[config.mk]
export PLATFORM = sky130hd
export DESIGN_NAME = cec_mbox_regs
export DESIGN_NICKNAME = d
export VERILOG_FILES = /design/src/rtl/cec_mbox_pkg.sv /design/src/rtl/cec_mbox_tx.sv /design/src/rtl/cec_mbox_rx.sv /design/src/rtl/cec_mbox_status.sv /design/src/rtl/cec_mbox_regs.sv
export SDC_FILE = /design/constraint.sdc
export NUM_CORES = 1
export LEC_CHECK = 0
export ABC_CLOCK_PERIOD_IN_PS = 4000
export BUFFER_PORTS_ARGS = -buffer_cell sky130_fd_sc_hd__buf_2
export CAP_MARGIN = 25
export CORE_UTILIZATION = 40
export DETAILED_ROUTE_END_ITERATION = 12
export GPL_TIMING_DRIVEN = 0
export PLACE_DENSITY = 0.66
export SYNTH_ARGS = -nofsm -noshare
export SYNTH_HDL_FRONTEND = slang
export SYNTH_SLANG_ARGS = --single-unit
[constraint.sdc]
create_clock -name clk -period 4 [get_ports clk]
set_input_delay 0.2 -clock clk [delete_from_list [all_inputs] [get_ports clk]]
set_output_delay 0.2 -clock clk [all_outputs]
set_load 0.05 [all_outputs]
[src/rtl/cec_mbox_pkg.sv]
package cec_mbox_pkg;
    localparam logic [7:0] A_VERSION = 8'h00;
    localparam logic [7:0] A_ENABLE  = 8'h01;
    localparam logic [7:0] A_SUMMARY = 8'h03;
    localparam logic [7:0] A_STATUS  = 8'h28;
    localparam logic [7:0] A_LADDR   = 8'h29;
    localparam logic [7:0] A_RX_OPC  = 8'h2A;
    localparam logic [7:0] A_RX_LEN  = 8'h2B;
    localparam logic [7:0] A_RX_DATA = 8'h2C;
    localparam logic [7:0] A_RX_HDR  = 8'h33;
    localparam logic [7:0] A_TX_OPC  = 8'h34;
    localparam logic [7:0] A_TX_LEN  = 8'h35;
    localparam logic [7:0] A_TX_DATA = 8'h36;
    localparam logic [7:0] A_TX_HDR  = 8'h3D;

    localparam int SB_RCVD = 0;
    localparam int SB_RERR = 1;
    localparam int SB_SENT = 2;
    localparam int SB_TERR = 3;
    localparam int SB_NACK = 4;
    localparam int SB_OVF  = 5;
    localparam int NUM_SB  = 6;

    localparam int EN_CEC_BIT = 12;
    localparam int EN_IR_BIT  = 13;

    typedef enum logic {TX_IDLE, TX_PEND} tx_state_t;
    typedef enum logic {RX_EMPTY, RX_HELD} rx_state_t;
endpackage

[src/rtl/cec_mbox_tx.sv]
module cec_mbox_tx
    import cec_mbox_pkg::*;
#(
    parameter int DW = 16,
    parameter int NW = 7,
    parameter int LW = 4
) (
    input  logic            clk,
    input  logic            rst_n,
    input  logic            wr_len,
    input  logic            wr_opc,
    input  logic            wr_hdr,
    input  logic [NW-1:0]   wr_word,
    input  logic [DW-1:0]   wdata,
    input  logic            line_done,
    input  logic            line_err,
    input  logic            line_nack,
    output logic            req,
    output logic [7:0]      hdr_q,
    output logic [7:0]      opc_q,
    output logic [LW-1:0]   len_q,
    output logic [NW*DW-1:0] data_q,
    output logic            set_sent,
    output logic            set_terr,
    output logic            set_nack
);
    tx_state_t state, nxt;
    logic [DW-1:0] words [NW];

    always_ff @(posedge clk) begin
        if (!rst_n) state <= TX_IDLE;
        else        state <= nxt;
    end

    always_comb begin
        nxt = state;
        unique case (state)
            TX_IDLE: if (wr_hdr)    nxt = TX_PEND;
            TX_PEND: if (line_done) nxt = TX_IDLE;
        endcase
    end

    always_comb begin
        req      = 1'b0;
        set_sent = 1'b0;
        set_terr = 1'b0;
        set_nack = 1'b0;
        unique case (state)
            TX_IDLE: ;
            TX_PEND: begin
                req      = 1'b1;
                set_sent = line_done;
                set_terr = line_done && line_err;
                set_nack = line_done && line_nack;
            end
        endcase
    end

    always_ff @(posedge clk) begin
        if (!rst_n) begin
            hdr_q <= '0;
            opc_q <= '0;
            len_q <= '0;
        end else if (state == TX_IDLE) begin
            if (wr_hdr) hdr_q <= wdata[7:0];
            if (wr_opc) opc_q <= wdata[7:0];
            if (wr_len) len_q <= wdata[LW-1:0];
        end
    end

    for (genvar i = 0; i < NW; i++) begin : g_word
        always_ff @(posedge clk) begin
            if (!rst_n)                            words[i] <= '0;
            else if (state == TX_IDLE && wr_word[i]) words[i] <= wdata;
        end
        assign data_q[i*DW +: DW] = words[i];
    end

    // a header write from idle launches the request
    a_r3_launch: assert property (@(posedge clk) disable iff (!rst_n)
        (!req && wr_hdr) |=> req);
    // message registers frozen while the request is up
    a_r4_frozen: assert property (@(posedge clk) disable iff (!rst_n)
        req |=> ($stable(hdr_q) && $stable(opc_q) && $stable(len_q) && $stable(data_q)));
    // completion releases the request
    a_r5_release: assert property (@(posedge clk) disable iff (!rst_n)
        (req && line_done) |=> !req);
endmodule

[src/rtl/cec_mbox_rx.sv]
module cec_mbox_rx
    import cec_mbox_pkg::*;
#(
    parameter int DW = 16,
    parameter int NW = 7,
    parameter int LW = 4,
    parameter int MAX_LEN = 15
) (
    input  logic             clk,
    input  logic             rst_n,
    input  logic             line_valid,
    input  logic [7:0]       line_hdr,
    input  logic [7:0]       line_opc,
    input  logic [LW:0]      line_len,
    input  logic [NW*DW-1:0] line_data,
    input  logic             line_err,
    input  logic             clr_rcvd,
    output logic             held,
    output logic [7:0]       hdr_q,
    output logic [7:0]       opc_q,
    output logic [LW-1:0]    len_q,
    output logic [NW*DW-1:0] data_q,
    output logic             set_rcvd,
    output logic             set_rerr,
    output logic             set_ovf
);
    rx_state_t state, nxt;
    logic accept;
    logic too_long;

    assign too_long = (int'(line_len) > MAX_LEN);

    always_ff @(posedge clk) begin
        if (!rst_n) state <= RX_EMPTY;
        else        state <= nxt;
    end

    always_comb begin
        nxt = state;
        unique case (state)
            RX_EMPTY: if (line_valid) nxt = RX_HELD;
            RX_HELD:  if (clr_rcvd)   nxt = RX_EMPTY;
        endcase
    end

    always_comb begin
        accept   = 1'b0;
        held     = 1'b0;
        unique case (state)
            RX_EMPTY: accept = line_valid;
            RX_HELD:  held   = 1'b1;
        endcase
        set_rcvd = accept;
        set_rerr = accept && line_err;
        set_ovf  = accept && too_long;
    end

    always_ff @(posedge clk) begin
        if (!rst_n) begin
            hdr_q  <= '0;
            opc_q  <= '0;
            len_q  <= '0;
            data_q <= '0;
        end else if (accept) begin
            hdr_q  <= line_hdr;
            opc_q  <= line_opc;
            len_q  <= too_long ? LW'(MAX_LEN) : line_len[LW-1:0];
            data_q <= line_data;
        end
    end

    // a held message is never overwritten
    a_r7_ignore: assert property (@(posedge clk) disable iff (!rst_n)
        held |=> ($stable(hdr_q) && $stable(opc_q) && $stable(len_q) && $stable(data_q)));
endmodule

[src/rtl/cec_mbox_status.sv]
module cec_mbox_status
    import cec_mbox_pkg::*;
#(
    parameter int NSB = 6
) (
    input  logic           clk,
    input  logic           rst_n,
    input  logic [NSB-1:0] set_vec,
    input  logic           st_wr,
    input  logic [NSB-1:0] st_wbits,
    input  logic           sum_wr,
    input  logic [1:0]     sum_wbits,
    input  logic           en_wr,
    input  logic [1:0]     en_wbits,
    output logic [NSB-1:0] st_q,
    output logic [1:0]     sum_q,
    output logic [1:0]     en_q,
    output logic           irq
);
    logic [NSB-1:0] st_clr;
    logic [1:0]     sum_clr;

    assign st_clr  = st_wr  ? st_wbits  : '0;
    assign sum_clr = sum_wr ? sum_wbits : '0;

    always_ff @(posedge clk) begin
        if (!rst_n) begin
            st_q  <= '0;
            sum_q <= '0;
            en_q  <= '0;
        end else begin
            st_q     <= (st_q & ~st_clr) | set_vec;
            sum_q[0] <= (sum_q[0] & ~sum_clr[0]) | (|set_vec);
            sum_q[1] <= sum_q[1] & ~sum_clr[1];
            if (en_wr) en_q <= en_wbits;
        end
    end

    assign irq = |(sum_q & en_q);

    // any event leaves the summary flag set, clear or not
    a_r9_summary: assert property (@(posedge clk) disable iff (!rst_n)
        (|set_vec) |=> sum_q[0]);
    // an event on the sent bit wins over a clear
    a_r10_set_wins: assert property (@(posedge clk) disable iff (!rst_n)
        set_vec[SB_SENT] |=> st_q[SB_SENT]);
    // a clear without an event empties the bit
    a_r8_clear: assert property (@(posedge clk) disable iff (!rst_n)
        (st_wr && st_wbits[SB_SENT] && !set_vec[SB_SENT]) |=> !st_q[SB_SENT]);
endmodule

[src/rtl/cec_mbox_regs.sv]
module cec_mbox_regs
    import cec_mbox_pkg::*;
#(
    parameter int NUM_WORDS = 7,
    parameter int WORD_W = 16,
    parameter logic [WORD_W-1:0] VERSION = 16'h0F0B,
    localparam int MAX_LEN = 2 * NUM_WORDS + 1,
    localparam int LW = $clog2(MAX_LEN + 1)
) (
    input  logic                        clk,
    input  logic                        rst_n,
    input  logic                        reg_wr,
    input  logic [7:0]                  reg_addr,
    input  logic [WORD_W-1:0]           reg_wdata,
    output logic [WORD_W-1:0]           reg_rdata,
    output logic                        irq,
    output logic                        tx_req,
    output logic [7:0]                  tx_hdr,
    output logic [7:0]                  tx_opc,
    output logic [LW-1:0]               tx_len,
    output logic [NUM_WORDS*WORD_W-1:0] tx_data,
    input  logic                        tx_done,
    input  logic                        tx_err,
    input  logic                        tx_nack,
    input  logic                        rx_valid,
    input  logic [7:0]                  rx_hdr,
    input  logic [7:0]                  rx_opc,
    input  logic [LW:0]                 rx_len,
    input  logic [NUM_WORDS*WORD_W-1:0] rx_data,
    input  logic                        rx_err
);
    logic [NUM_WORDS-1:0]        tx_wr_word;
    logic                        wr_tx_len, wr_tx_opc, wr_tx_hdr;
    logic                        wr_status, wr_summary, wr_enable, wr_laddr;
    logic                        rx_held, clr_rcvd;
    logic [7:0]                  rx_hdr_q, rx_opc_q;
    logic [LW-1:0]               rx_len_q;
    logic [NUM_WORDS*WORD_W-1:0] rx_data_q;
    logic                        s_rcvd, s_rerr, s_ovf, s_sent, s_terr, s_nack;
    logic [NUM_SB-1:0]           set_vec;
    logic [NUM_SB-1:0]           st_q;
    logic [1:0]                  sum_q, en_q;
    logic [3:0]                  laddr_q;

    assign wr_tx_len  = reg_wr && (reg_addr == A_TX_LEN);
    assign wr_tx_opc  = reg_wr && (reg_addr == A_TX_OPC);
    assign wr_tx_hdr  = reg_wr && (reg_addr == A_TX_HDR);
    assign wr_status  = reg_wr && (reg_addr == A_STATUS);
    assign wr_summary = reg_wr && (reg_addr == A_SUMMARY);
    assign wr_enable  = reg_wr && (reg_addr == A_ENABLE);
    assign wr_laddr   = reg_wr && (reg_addr == A_LADDR);
    assign clr_rcvd   = wr_status && reg_wdata[SB_RCVD];

    for (genvar i = 0; i < NUM_WORDS; i++) begin : g_txdec
        assign tx_wr_word[i] = reg_wr && (reg_addr == 8'(A_TX_DATA + i));
    end

    cec_mbox_tx #(.DW(WORD_W), .NW(NUM_WORDS), .LW(LW)) u_tx (
        .clk       (clk),
        .rst_n     (rst_n),
        .wr_len    (wr_tx_len),
        .wr_opc    (wr_tx_opc),
        .wr_hdr    (wr_tx_hdr),
        .wr_word   (tx_wr_word),
        .wdata     (reg_wdata),
        .line_done (tx_done),
        .line_err  (tx_err),
        .line_nack (tx_nack),
        .req       (tx_req),
        .hdr_q     (tx_hdr),
        .opc_q     (tx_opc),
        .len_q     (tx_len),
        .data_q    (tx_data),
        .set_sent  (s_sent),
        .set_terr  (s_terr),
        .set_nack  (s_nack)
    );

    cec_mbox_rx #(.DW(WORD_W), .NW(NUM_WORDS), .LW(LW), .MAX_LEN(MAX_LEN)) u_rx (
        .clk        (clk),
        .rst_n      (rst_n),
        .line_valid (rx_valid),
        .line_hdr   (rx_hdr),
        .line_opc   (rx_opc),
        .line_len   (rx_len),
        .line_data  (rx_data),
        .line_err   (rx_err),
        .clr_rcvd   (clr_rcvd),
        .held       (rx_held),
        .hdr_q      (rx_hdr_q),
        .opc_q      (rx_opc_q),
        .len_q      (rx_len_q),
        .data_q     (rx_data_q),
        .set_rcvd   (s_rcvd),
        .set_rerr   (s_rerr),
        .set_ovf    (s_ovf)
    );

    always_comb begin
        set_vec          = '0;
        set_vec[SB_RCVD] = s_rcvd;
        set_vec[SB_RERR] = s_rerr;
        set_vec[SB_SENT] = s_sent;
        set_vec[SB_TERR] = s_terr;
        set_vec[SB_NACK] = s_nack;
        set_vec[SB_OVF]  = s_ovf;
    end

    cec_mbox_status #(.NSB(NUM_SB)) u_status (
        .clk       (clk),
        .rst_n     (rst_n),
        .set_vec   (set_vec),
        .st_wr     (wr_status),
        .st_wbits  (reg_wdata[NUM_SB-1:0]),
        .sum_wr    (wr_summary),
        .sum_wbits ({reg_wdata[EN_IR_BIT], reg_wdata[EN_CEC_BIT]}),
        .en_wr     (wr_enable),
        .en_wbits  ({reg_wdata[EN_IR_BIT], reg_wdata[EN_CEC_BIT]}),
        .st_q      (st_q),
        .sum_q     (sum_q),
        .en_q      (en_q),
        .irq       (irq)
    );

    always_ff @(posedge clk) begin
        if (!rst_n)        laddr_q <= 4'hF;
        else if (wr_laddr) laddr_q <= reg_wdata[3:0];
    end

    always_comb begin
        reg_rdata = '0;
        case (reg_addr)
            A_VERSION: reg_rdata = VERSION;
            A_ENABLE: begin
                reg_rdata[EN_CEC_BIT] = en_q[0];
                reg_rdata[EN_IR_BIT]  = en_q[1];
            end
            A_SUMMARY: begin
                reg_rdata[EN_CEC_BIT] = sum_q[0];
                reg_rdata[EN_IR_BIT]  = sum_q[1];
            end
            A_STATUS:  reg_rdata[NUM_SB-1:0] = st_q;
            A_LADDR:   reg_rdata[3:0]        = laddr_q;
            A_RX_OPC:  reg_rdata[7:0]        = rx_opc_q;
            A_RX_LEN:  reg_rdata[LW-1:0]     = rx_len_q;
            A_RX_HDR:  reg_rdata[7:0]        = rx_hdr_q;
            A_TX_OPC:  reg_rdata[7:0]        = tx_opc;
            A_TX_LEN:  reg_rdata[LW-1:0]     = tx_len;
            A_TX_HDR:  reg_rdata[7:0]        = tx_hdr;
            default: ;
        endcase
        for (int i = 0; i < NUM_WORDS; i++) begin
            if (reg_addr == 8'(A_RX_DATA + i)) reg_rdata = rx_data_q[i*WORD_W +: WORD_W];
            if (reg_addr == 8'(A_TX_DATA + i)) reg_rdata = tx_data[i*WORD_W +: WORD_W];
        end
    end

    // receive state and received bit move together
    a_r7_held_tracks: assert property (@(posedge clk) disable iff (!rst_n)
        rx_held == st_q[SB_RCVD]);
    // an overlong accepted message flags overflow
    a_r6_overflow: assert property (@(posedge clk) disable iff (!rst_n)
        (rx_valid && !rx_held && (int'(rx_len) > MAX_LEN)) |=> st_q[SB_OVF]);
    // the logical address never leaves its four bits
    a_r2_laddr_write: assert property (@(posedge clk) disable iff (!rst_n)
        wr_laddr |=> (laddr_q == $past(reg_wdata[3:0])));
endmodule

==> results.json, run 1 <==
{
  "die_w_um": 187,
  "outcome": "complete, but fails checks",
  "maxSlewViolCount": 0,
  "dp.cells": 2273,
  "leakagePower_nw": 7.18,
  "cpPeakStageDelay_ns": 0.84,
  "hold_viol": 0,
  "antenna_found_initial": 3,
  "clkSlewWorstSetupHoldPaths_ns": 0.07,
  "ys_seq_elements": 280,
  "setup_violations": 3,
  "cp.buffers_inverters": 5,
  "grt_pass1_wl_um": 96800,
  "grt_usage_pct": 37.9,
  "post_synth_inst_count": 1506,
  "die_y_um": 187,
  "nFillCells": 3135,
  "synth_ff_type": "dfxtp_1",
  "drtIter0Drc": 1705,
  "rows": 67,
  "post-dp-hpwl_um": 51000,
  "slew_headroom_pct": 25.6,
  "die_area_mm2": 0.0351,
  "final_cell_mix": "329 x buf_2, 312 x nand2_1, 168 x dfxtp_1",
  "core_area_mm2": 0.0336,
  "drv_cap": 0,
  "cp-start-kind": "primary input",
  "avgSynthCellArea_um2": 9.12,
  "min_period_over_period_pct": 102,
  "place_congestion": 0.990,
  "synth.distinct_cells": 71,
  "htreeDepth": 1,
  "dr.pass1.iters": 5,
  "final_nets": 2168,
  "async_flop_share_pct": 0,
  "pin_count": 315,
  "clockBufferDepth": 3,
  "final_common_cell": "buf_2",
  "grt_pass1_vias": 14200,
  "stdcell_count": 2476,
  "wire_per_inst_um": 27.5,
  "crit_top_cell": "buf_2",
  "fin_ws_ns": -0.0609,
  "grt_max_degree": 17,
  "drtAntennaViolNets": 0,
  "crit_family": "buffers and inverters",
  "drive_above_1_share_pct": 20.5,
  "wl_um": 68000,
  "tightest_slew_ns": 1.12,
  "synth-edff-count": 112,
  "route.detailed.drc": 0,
  "cp.required_ns": 3.80,
  "cts_tree": "done",
  "cp_slowest_cell": "clkbuf_1",
  "io_buffers": 313,
  "cp.arrival_ns": 3.86,
  "skew_ns": 0.0131,
  "crit_type": "primary input to output port",
  "yosysWarnings": 0,
  "area_delta_synth_final_pct": 34.2,
  "p_per_area_mw_per_mm2": 394,
  "dp_slack_ns": -0.00504,
  "worstPathMaxFanout": 10,
  "cts-buffers-inserted": 29,
  "cts_root_buf": "clkbuf_16",
  "rsz0062_at_grt": "no",
  "path_cells": "buf_2 -> buf_2 -> buf_1 -> clkbuf_1 -> nand4_1 -> o211ai_1 -> o2111ai_1 -> a211oi_1 -> a221o_1 -> buf_2",
  "synth-seq-area-share_pct": 49.0,
  "vias": 14600,
  "cts_setup_buffers": 0,
  "start_util_pct": 40.8,
  "via_per_inst": 5.90,
  "grt_overflow": 0,
  "violations": "setup timing",
  "synth_nets": 1671,
  "peakVddDrop_v": 0.000393,
  "max_freq_mhz": 246,
  "clkLatencyLatePin_ns": 0.58,
  "hold_class": "primary input to flip-flop",
  "fin_util_pct": 54.8,
  "clock_sinks": 280,
  "cp-end-kind": "output port",
  "min_period_ns": 4.06,
  "syn_area_mm2": 0.0137
}
[per-layer routing]
layer  up-vias  GRT usage [%]  routed length (um)
met4         0           13.6                2750
met1      7089           53.4               27900
met2       969           58.5               29700
li1       6392              -                   -
met5         -              0                   0
met3       166           6.30                7680
[sequential cells by signal, summed over array words and instances, names as in the netlist, 4 cells and up]
name,count
u_status.st_q,6
u_tx.hdr_q,8
u_rx.len_q,4
u_tx.len_q,4
u_rx.opc_q,8
u_tx.words,112
u_tx.opc_q,8
u_rx.hdr_q,8
laddr_q,4
u_rx.data_q,112
[where the power goes]
part | leakage, nW | internal [W] | total, W | switching [W]
Sequential | 2.44 | 0.00311 | 0.00327 | 0.000156
Combinational | 4.24 | 0.000349 | 0.00109 | 0.000738
Clock | 0.498 | 0.00170 | 0.00291 | 0.00121
[synth_stat cells, drive strengths merged, types with 6 or more instances]
cell type    n  area, um^2
a32oi       14         123
nand3       34         170
a21oi       65         325
dfxtp      168        3360
nand4       12        75.1
nand2      312        1170
o32ai        8        70.1
a22oi       18         135
clkbuf      90         340
o211ai      12        90.1
a2bb2oi      6        52.6
o31ai        6        45.0
nand2b       8        50.1
a21boi     128         961
nor3        33         188
mux2i       35         350
and3         7        43.8
edfxtp     112        3360
and2       117         732
nor2b       43         269
a221oi      10        87.6
nor2        51         196
a211oi       6        45.0
a31oi       11        68.8
buf         28         133
mux2         8        90.1
o21ai       56         280
o22ai       21         131
o221ai       6        52.6
[cell type report]
class                      count  area [um^2]  share of cell area (%)
clock inverter                14          153                   0.828
antenna                        2         5.00                  0.0272
buffer                       118          473                    2.57
multi-input combinational   1101         6530                    35.4
timing repair buffer         466         3100                    16.8
clock buffer                  40          861                    4.67
tap                          448          561                    3.04
inverter                       7         26.3                   0.143
sequential                   280         6730                    36.5
[metrics by stage]
| step | instance area, um^2 | setup TNS (ns) | power [W] | hold slack (ns) |
|---|---|---|---|---|
| floorplan | 13700 | 0 | 0.00381 | 0.319 |
| global placement | 15900 | -23.90 | 0.00425 | 0.437 |
| detailed placement | 15900 | -0.00504 | 0.00427 | 0.444 |
| CTS | 18400 | 0 | 0.00724 | 0.0601 |
| global route | 18400 | 0 | 0.00744 | 0.0625 |
| finish | 18400 | -0.112 | 0.00726 | 0.0711 |
[final timing paths]
kind                                     from               end  slack (ns)  depth (start not counted)
worst max register to register     u_rx.state   u_rx.data_q[47]        1.75                          7
worst max-delay path              reg_addr[0]     reg_rdata[11]       -0.06                         10
worst min register to register  u_rx.opc_q[5]     u_rx.opc_q[5]        0.47                          2
worst min-delay path             reg_wdata[9]  u_tx.words[1][9]        0.07                          2
[cells by family after synthesis]
kind of cell | after synthesis | synth area share [%]
multiplexers | 47 | 3.86
AO/OA/AOI/OAI | 410 | 20.8
flip-flops | 280 | 49.0
buffers and inverters | 125 | 3.64
AND/OR/NAND/NOR | 643 | 22.6
XOR/XNOR | 1 | 0.0638
[repair_timing]
action,4_1_cts,5_1_grt
gates resized for setup,1,0
hold endpoints to repair,144,0
hold buffers,145,0
setup endpoints to repair,1,0
Note: power is estimated with default switching activity, not from simulation.
==> run 2, diff against run 1 <==
--- a/config.mk
+++ b/config.mk
@@ -9,9 +9,11 @@
 export BUFFER_PORTS_ARGS = -buffer_cell sky130_fd_sc_hd__buf_2
 export CAP_MARGIN = 25
 export CORE_UTILIZATION = 40
+export CTS_CLUSTER_DIAMETER = 50
 export DETAILED_ROUTE_END_ITERATION = 12
 export GPL_TIMING_DRIVEN = 0
 export PLACE_DENSITY = 0.66
+export REMOVE_ABC_BUFFERS = 1
 export SYNTH_ARGS = -nofsm -noshare
 export SYNTH_HDL_FRONTEND = slang
 export SYNTH_SLANG_ARGS = --single-unit
==> run 2 against run 1 <==
  * The flow now finishes without violations
  * Wire length is 16% lower
  * Via count is 5.5% lower
  * Setup slack better by 0.092 ns
  * Sequential power is 2% lower
  * Fmax is 2.3% higher
  * Critical endpoint is now reg_rdata[5]
  * Largest cell class unchanged
==> results.json, run 2 (synthesized netlist as in run 1, its figures left out) <==
{
  "grt_pass1_vias": 13500,
  "fin_area_mm2": 0.0184,
  "grt_overflow": 0,
  "clkSlewWorstSetupHoldPaths_ns": 0.06,
  "dr.pass1.iters": 6,
  "pin_count": 315,
  "outcome": "complete, no violations",
  "vias": 13800,
  "min_period_over_period_pct": 99.2,
  "slew_headroom_pct": 23.6,
  "cts_root_buf": "clkbuf_16",
  "clockBufferDepth": 3,
  "die_area_mm2": 0.0351,
  "route.detailed.drc": 0,
  "clkLatencyLatePin_ns": 0.53,
  "r2r_cells": 2,
  "rows": 67,
  "gr-max-usage-layer": "met2",
  "hold_viol": 0,
  "hold_class": "primary input to flip-flop",
  "met3_usage_pct": 9.44,
  "drtAntennaViolNets": 0,
  "fin_tns_setup_ns": 0,
  "via_per_inst": 5.81,
  "grt_pass1_wl_um": 84300,
  "place_congestion": 0.959,
  "fin_util_pct": 54.9,
  "start_util_pct": 40.8,
  "min_period_ns": 3.97,
  "cp.required_ns": 3.80,
  "tightest_slew_ns": 1.14,
  "cts_setup_buffers": 0,
  "clock_sinks": 280,
  "placed_area_mm2": 0.0158,
  "cp.arrival_ns": 3.77,
  "final_nets": 2066,
  "drive_above_1_share_pct": 23.1,
  "rsz0062_at_grt": "no",
  "peakVddDrop_v": 0.000228,
  "post-dp-hpwl_um": 40800,
  "p_per_area_mw_per_mm2": 413,
  "die_w_um": 187,
  "min_path_cells": 3,
  "wl_um": 57400,
  "top_regs": "u_rx.data_q x112, u_tx.words x112",
  "core_area_mm2": 0.0336,
  "fin_ws_ns": 0.0310,
  "crit_type": "primary input to output port",
  "num_antenna_cells": 0,
  "final_common_cell": "nand2_1",
  "skew_ns": 0.0167,
  "drv_cap": 0,
  "cts-buffers-inserted": 36,
  "cp-start-kind": "primary input",
  "setup_violations": 0,
  "worstPathMaxFanout": 74,
  "dp_slack_ns": -0.453,
  "max_freq_mhz": 252,
  "cp-end-kind": "output port",
  "leakagePower_nw": 7.25,
  "drtIter0Drc": 1456,
  "area_delta_synth_final_pct": 34.3,
  "io_buffers": 314,
  "die_y_um": 187,
  "cts_tree": "done",
  "grt_use_met1_pct": 41.1,
  "holdWs_ns": 0.00875,
  "htreeDepth": 2,
  "antenna_found_initial": 0,
  "grt_max_degree": 94,
  "wire_per_inst_um": 24.2,
  "grt_usage_pct": 32.1,
  "grt_util_met2_pct": 49.0,
  "maxSlewViolCount": 0,
  "final_cell_mix": "312 x nand2_1, 311 x buf_2, 168 x dfxtp_1"
}
[run 2: cell count changes in the layout (fill, tap and decap cells not counted), sizes merged]
| cell | previous run | this run |
|---|---|---|
| bufinv | 3 | 2 |
| diode | 2 | 0 |
| buf | 347 | 343 |
| clkinv | 9 | 6 |
| clkinvlp | 1 | 2 |
| inv | 8 | 14 |
| clkbuf | 132 | 48 |
| dlygate4sd3 | 145 | 131 |
[run 2: worst max-delay path, cell delays in order]
cell,delay [ns]
buf_6,0.45
nor2b_1,0.61
buf_4,0.32
nand2_1,0.51
nor2_1,0.62
a221o_1,0.24
nand2_1,0.07
a31oi_1,0.30
buf_2,0.33
[run 2: layout make-up]
class / count / area [um^2]
tap: 448 / 561
clock inverter: 16 / 160
inverter: 7 / 30.0
multi-input combinational: 1101 / 6590
sequential: 280 / 6730
fill: 3044 / 15200
timing repair inverter: 1 / 5.00
timing repair buffer: 474 / 3300
clock buffer: 48 / 1070
[run 2: routing by layer]
| layer | vias up | routed length [um] |
|---|---|---|
| met5 | - | 0 |
| met4 | 0 | 3340 |
| met3 | 191 | 7040 |
| met2 | 902 | 24900 |
| met1 | 6525 | 22200 |
| li1 | 6189 | - |
[run 2: path summary, 6_finish.rpt]
kind,slack [ns],end,start
worst max-delay path,0.03,reg_rdata[5],reg_addr[0]
worst min-delay path,0.009,u_rx.len_q[0],rx_len[0]
worst max register to register,1.79,u_tx.words[2][9],u_tx.state
worst min register to register,0.46,u_rx.data_q[26],u_rx.data_q[26]
[run 2: through the flow]
stage          std cells  power [W]
2_1_floorplan       1388    0.00377
3_3_place_gp        2150    0.00419
3_5_place_dp        2176    0.00421
4_1_cts             2372    0.00761
5_1_grt             2375    0.00783
6_report            2375    0.00762
[run 2: where the power goes]
| part | leakage (nW) | switching [W] | internal [W] | total [W] |
|---|---|---|---|---|
| sequential | 2.44 | 0.000102 | 0.00311 | 0.00321 |
| clock | 0.618 | 0.00132 | 0.00203 | 0.00335 |
| combinational | 4.19 | 0.000711 | 0.000346 | 0.00106 |
| total | 7.25 | 0.00213 | 0.00549 | 0.00762 |
[run 2: timing repair]
action                                  CTS  global route
gates cloned                              1             0
hold buffers                            131             0
resized for setup                         6             1
hold endpoints to repair                131             0
endpoints found under the setup margin   12             3
==> run 3, diff against run 2 <==
--- a/config.mk
+++ b/config.mk
@@ -12,8 +12,8 @@
 export CTS_CLUSTER_DIAMETER = 50
 export DETAILED_ROUTE_END_ITERATION = 12
 export GPL_TIMING_DRIVEN = 0
+export HOLD_SLACK_MARGIN = 0.03
 export PLACE_DENSITY = 0.66
-export REMOVE_ABC_BUFFERS = 1
 export SYNTH_ARGS = -nofsm -noshare
 export SYNTH_HDL_FRONTEND = slang
 export SYNTH_SLANG_ARGS = --single-unit
==> run 3 against run 2 <==
  * Flip-flop and latch count stayed put
  * Clock power grew 2%
  * Setup slack got worse by 0.017 ns
  * Worst hold slack better by 0.10 ns
  * Clock-buffer cell count decreased by 2
  * Non-clock buffer count rose by 109
  * Combinational power about the same
  * Via count increased by 7.3%
  * Wire length grew 20%
  * Sequential power increased by 2%
  * Final area rose by 1.2%
==> results.json, run 3 (synthesized netlist as in run 1, its figures left out) <==
{
  "post-dp-hpwl_um": 51000,
  "vias": 14800,
  "area_delta_synth_final_pct": 35.9,
  "slew_headroom_pct": 26.1,
  "die_w_um": 187,
  "via_per_inst": 5.96,
  "io_buffers": 313,
  "dr.pass1.iters": 6,
  "grt_overflow": 0,
  "cp.required_ns": 3.80,
  "cts-buffers-inserted": 37,
  "drive_above_1_share_pct": 21.2,
  "drtAntennaViolNets": 0,
  "p_per_area_mw_per_mm2": 418,
  "clkPwrFrac_pct": 44.1,
  "cp.arrival_ns": 3.79,
  "min_period_over_period_pct": 99.6,
  "holdWs_ns": 0.108,
  "clkLatencyLatePin_ns": 0.54,
  "pin_count": 315,
  "die_area_mm2": 0.0351,
  "setup_violations": 0,
  "cp-start-kind": "primary input",
  "grt_usage_pct": 38.3,
  "clockBufferDepth": 3,
  "hold_viol": 0,
  "cellInternalPower_w": 0.00551,
  "worstPathMaxFanout": 10,
  "top_regs": "u_rx.data_q x112, u_tx.words x112",
  "switching_power_w": 0.00228,
  "core_area_mm2": 0.0336,
  "pwr-share-seq_pct": 42.0,
  "tightest_slew_ns": 1.11,
  "drv_cap": 0,
  "crit_top_cell": "buf_2",
  "r2r_cells": 5,
  "cts_tree": "done",
  "wire_per_inst_um": 27.6,
  "cp-end-kind": "output port",
  "cp_slowest_cell": "clkbuf_1",
  "final_common_cell": "buf_2",
  "cpPeakStageDelay_ns": 0.78,
  "fin_ws_ns": 0.0142,
  "route.detailed.drc": 0,
  "skew_ns": 0.00911,
  "max_freq_mhz": 251,
  "leakagePower_nw": 7.30,
  "wl_um": 68600,
  "r2r_start": "u_tx.state",
  "start_util_pct": 40.8,
  "rows": 67,
  "cts_root_buf": "clkbuf_16",
  "min_period_ns": 3.99,
  "critPathLaunch": "reg_addr[0]",
  "hold_class": "primary input to flip-flop",
  "dp_slack_ns": -0.00504,
  "place_congestion": 0.990,
  "final_nets": 2175,
  "htreeDepth": 2,
  "regToRegEndpoint": "u_tx.words[1][29]",
  "peakVddDrop_v": 0.000293,
  "power_frac_comb_pct": 14.0,
  "grt_pass1_vias": 14300,
  "path_cells": "buf_2 -> buf_2 -> buf_1 -> clkbuf_1 -> o21ai_0 -> a21oi_1 -> o21ai_0 -> o221a_2 -> o22ai_1 -> buf_2",
  "stdcell_count": 2487,
  "clkSlewWorstSetupHoldPaths_ns": 0.06,
  "fin_tns_setup_ns": 0,
  "die_y_um": 187,
  "final_cell_mix": "329 x buf_2, 312 x nand2_1, 168 x dfxtp_1",
  "grt_max_degree": 17,
  "antenna_found_initial": 3,
  "clock_sinks": 280,
  "outcome": "complete, no violations",
  "cts_setup_buffers": 0,
  "maxSlewViolCount": 0,
  "dp.cells": 2273,
  "switching_share_pct": 29.3,
  "drtIter0Drc": 1770,
  "crit_path_end": "reg_rdata[3]",
  "reg2reg_setup_slack_ns": 1.78,
  "rsz0062_at_grt": "no",
  "crit_type": "primary input to output port",
  "fin_util_pct": 55.5,
  "grt_pass1_wl_um": 97700
}
[run 3: worst min-delay path by stage]
stage	from	to	slack [ns]	cells past startpoint
6_report	reg_wdata[9]	u_tx.words[0][25]	0.11	2
5_1_grt	reg_wdata[9]	u_tx.words[3][9]	0.09	2
4_1_cts	reg_wdata[9]	u_tx.words[2][9]	0.10	2
3_5_place_dp	u_status.sum_q[1]	u_status.sum_q[1]	0.44	2
3_3_place_gp	u_status.sum_q[1]	u_status.sum_q[1]	0.44	2
2_1_floorplan	reg_wdata[13]	u_status.sum_q[1]	0.32	1
[run 3: layout make-up]
class / count / area, um^2
buffer: 118 / 473
clock inverter: 20 / 231
fill: 3107 / 15000
sequential: 280 / 6730
clock buffer: 46 / 1020
timing repair buffer: 465 / 3090
multi-input combinational: 1101 / 6530
antenna: 2 / 5.00
tap: 448 / 561
inverter: 7 / 26.3
[run 3: stage by stage]
stage | power, W | instance area [um^2]
after floorplan | 0.00381 | 13700
after global placement | 0.00425 | 15900
after detailed placement | 0.00427 | 15900
after CTS | 0.00776 | 18600
after global routing | 0.00799 | 18700
final | 0.00779 | 18700
[run 3: per-layer routing]
| metal | track usage (%) | share of wire (%) |
|---|---|---|
| met1 | 53.3 | 41 |
| met2 | 58.6 | 44 |
| met3 | 7.56 | 11 |
| met4 | 14.9 | 4.1 |
| met5 | 0 | 0 |
[run 3: power by group through the flow]
stage	Clock [W]	Sequential, W	Combinational [W]
after CTS	0.00344	0.00326	0.00106
after global placement	0	0.00332	0.000934
final	0.00343	0.00327	0.00109
after floorplan	0	0.00345	0.000360
after global routing	0.00358	0.00327	0.00114
after detailed placement	0	0.00332	0.000953
[run 3: what timing repair did]
action                                 4_1_cts  5_1_grt
hold buffers                               144        0
resized for setup                            1        0
setup endpoints to repair                    1        0
endpoints found under the hold margin      143        0
[run 3: critical path: cells and delay by family]
| kind | cells | cell delay, ns |
|---|---|---|
| buffers and inverters | 5 | 2.20 |
| AOI/OAI and AO/OA | 5 | 1.38 |
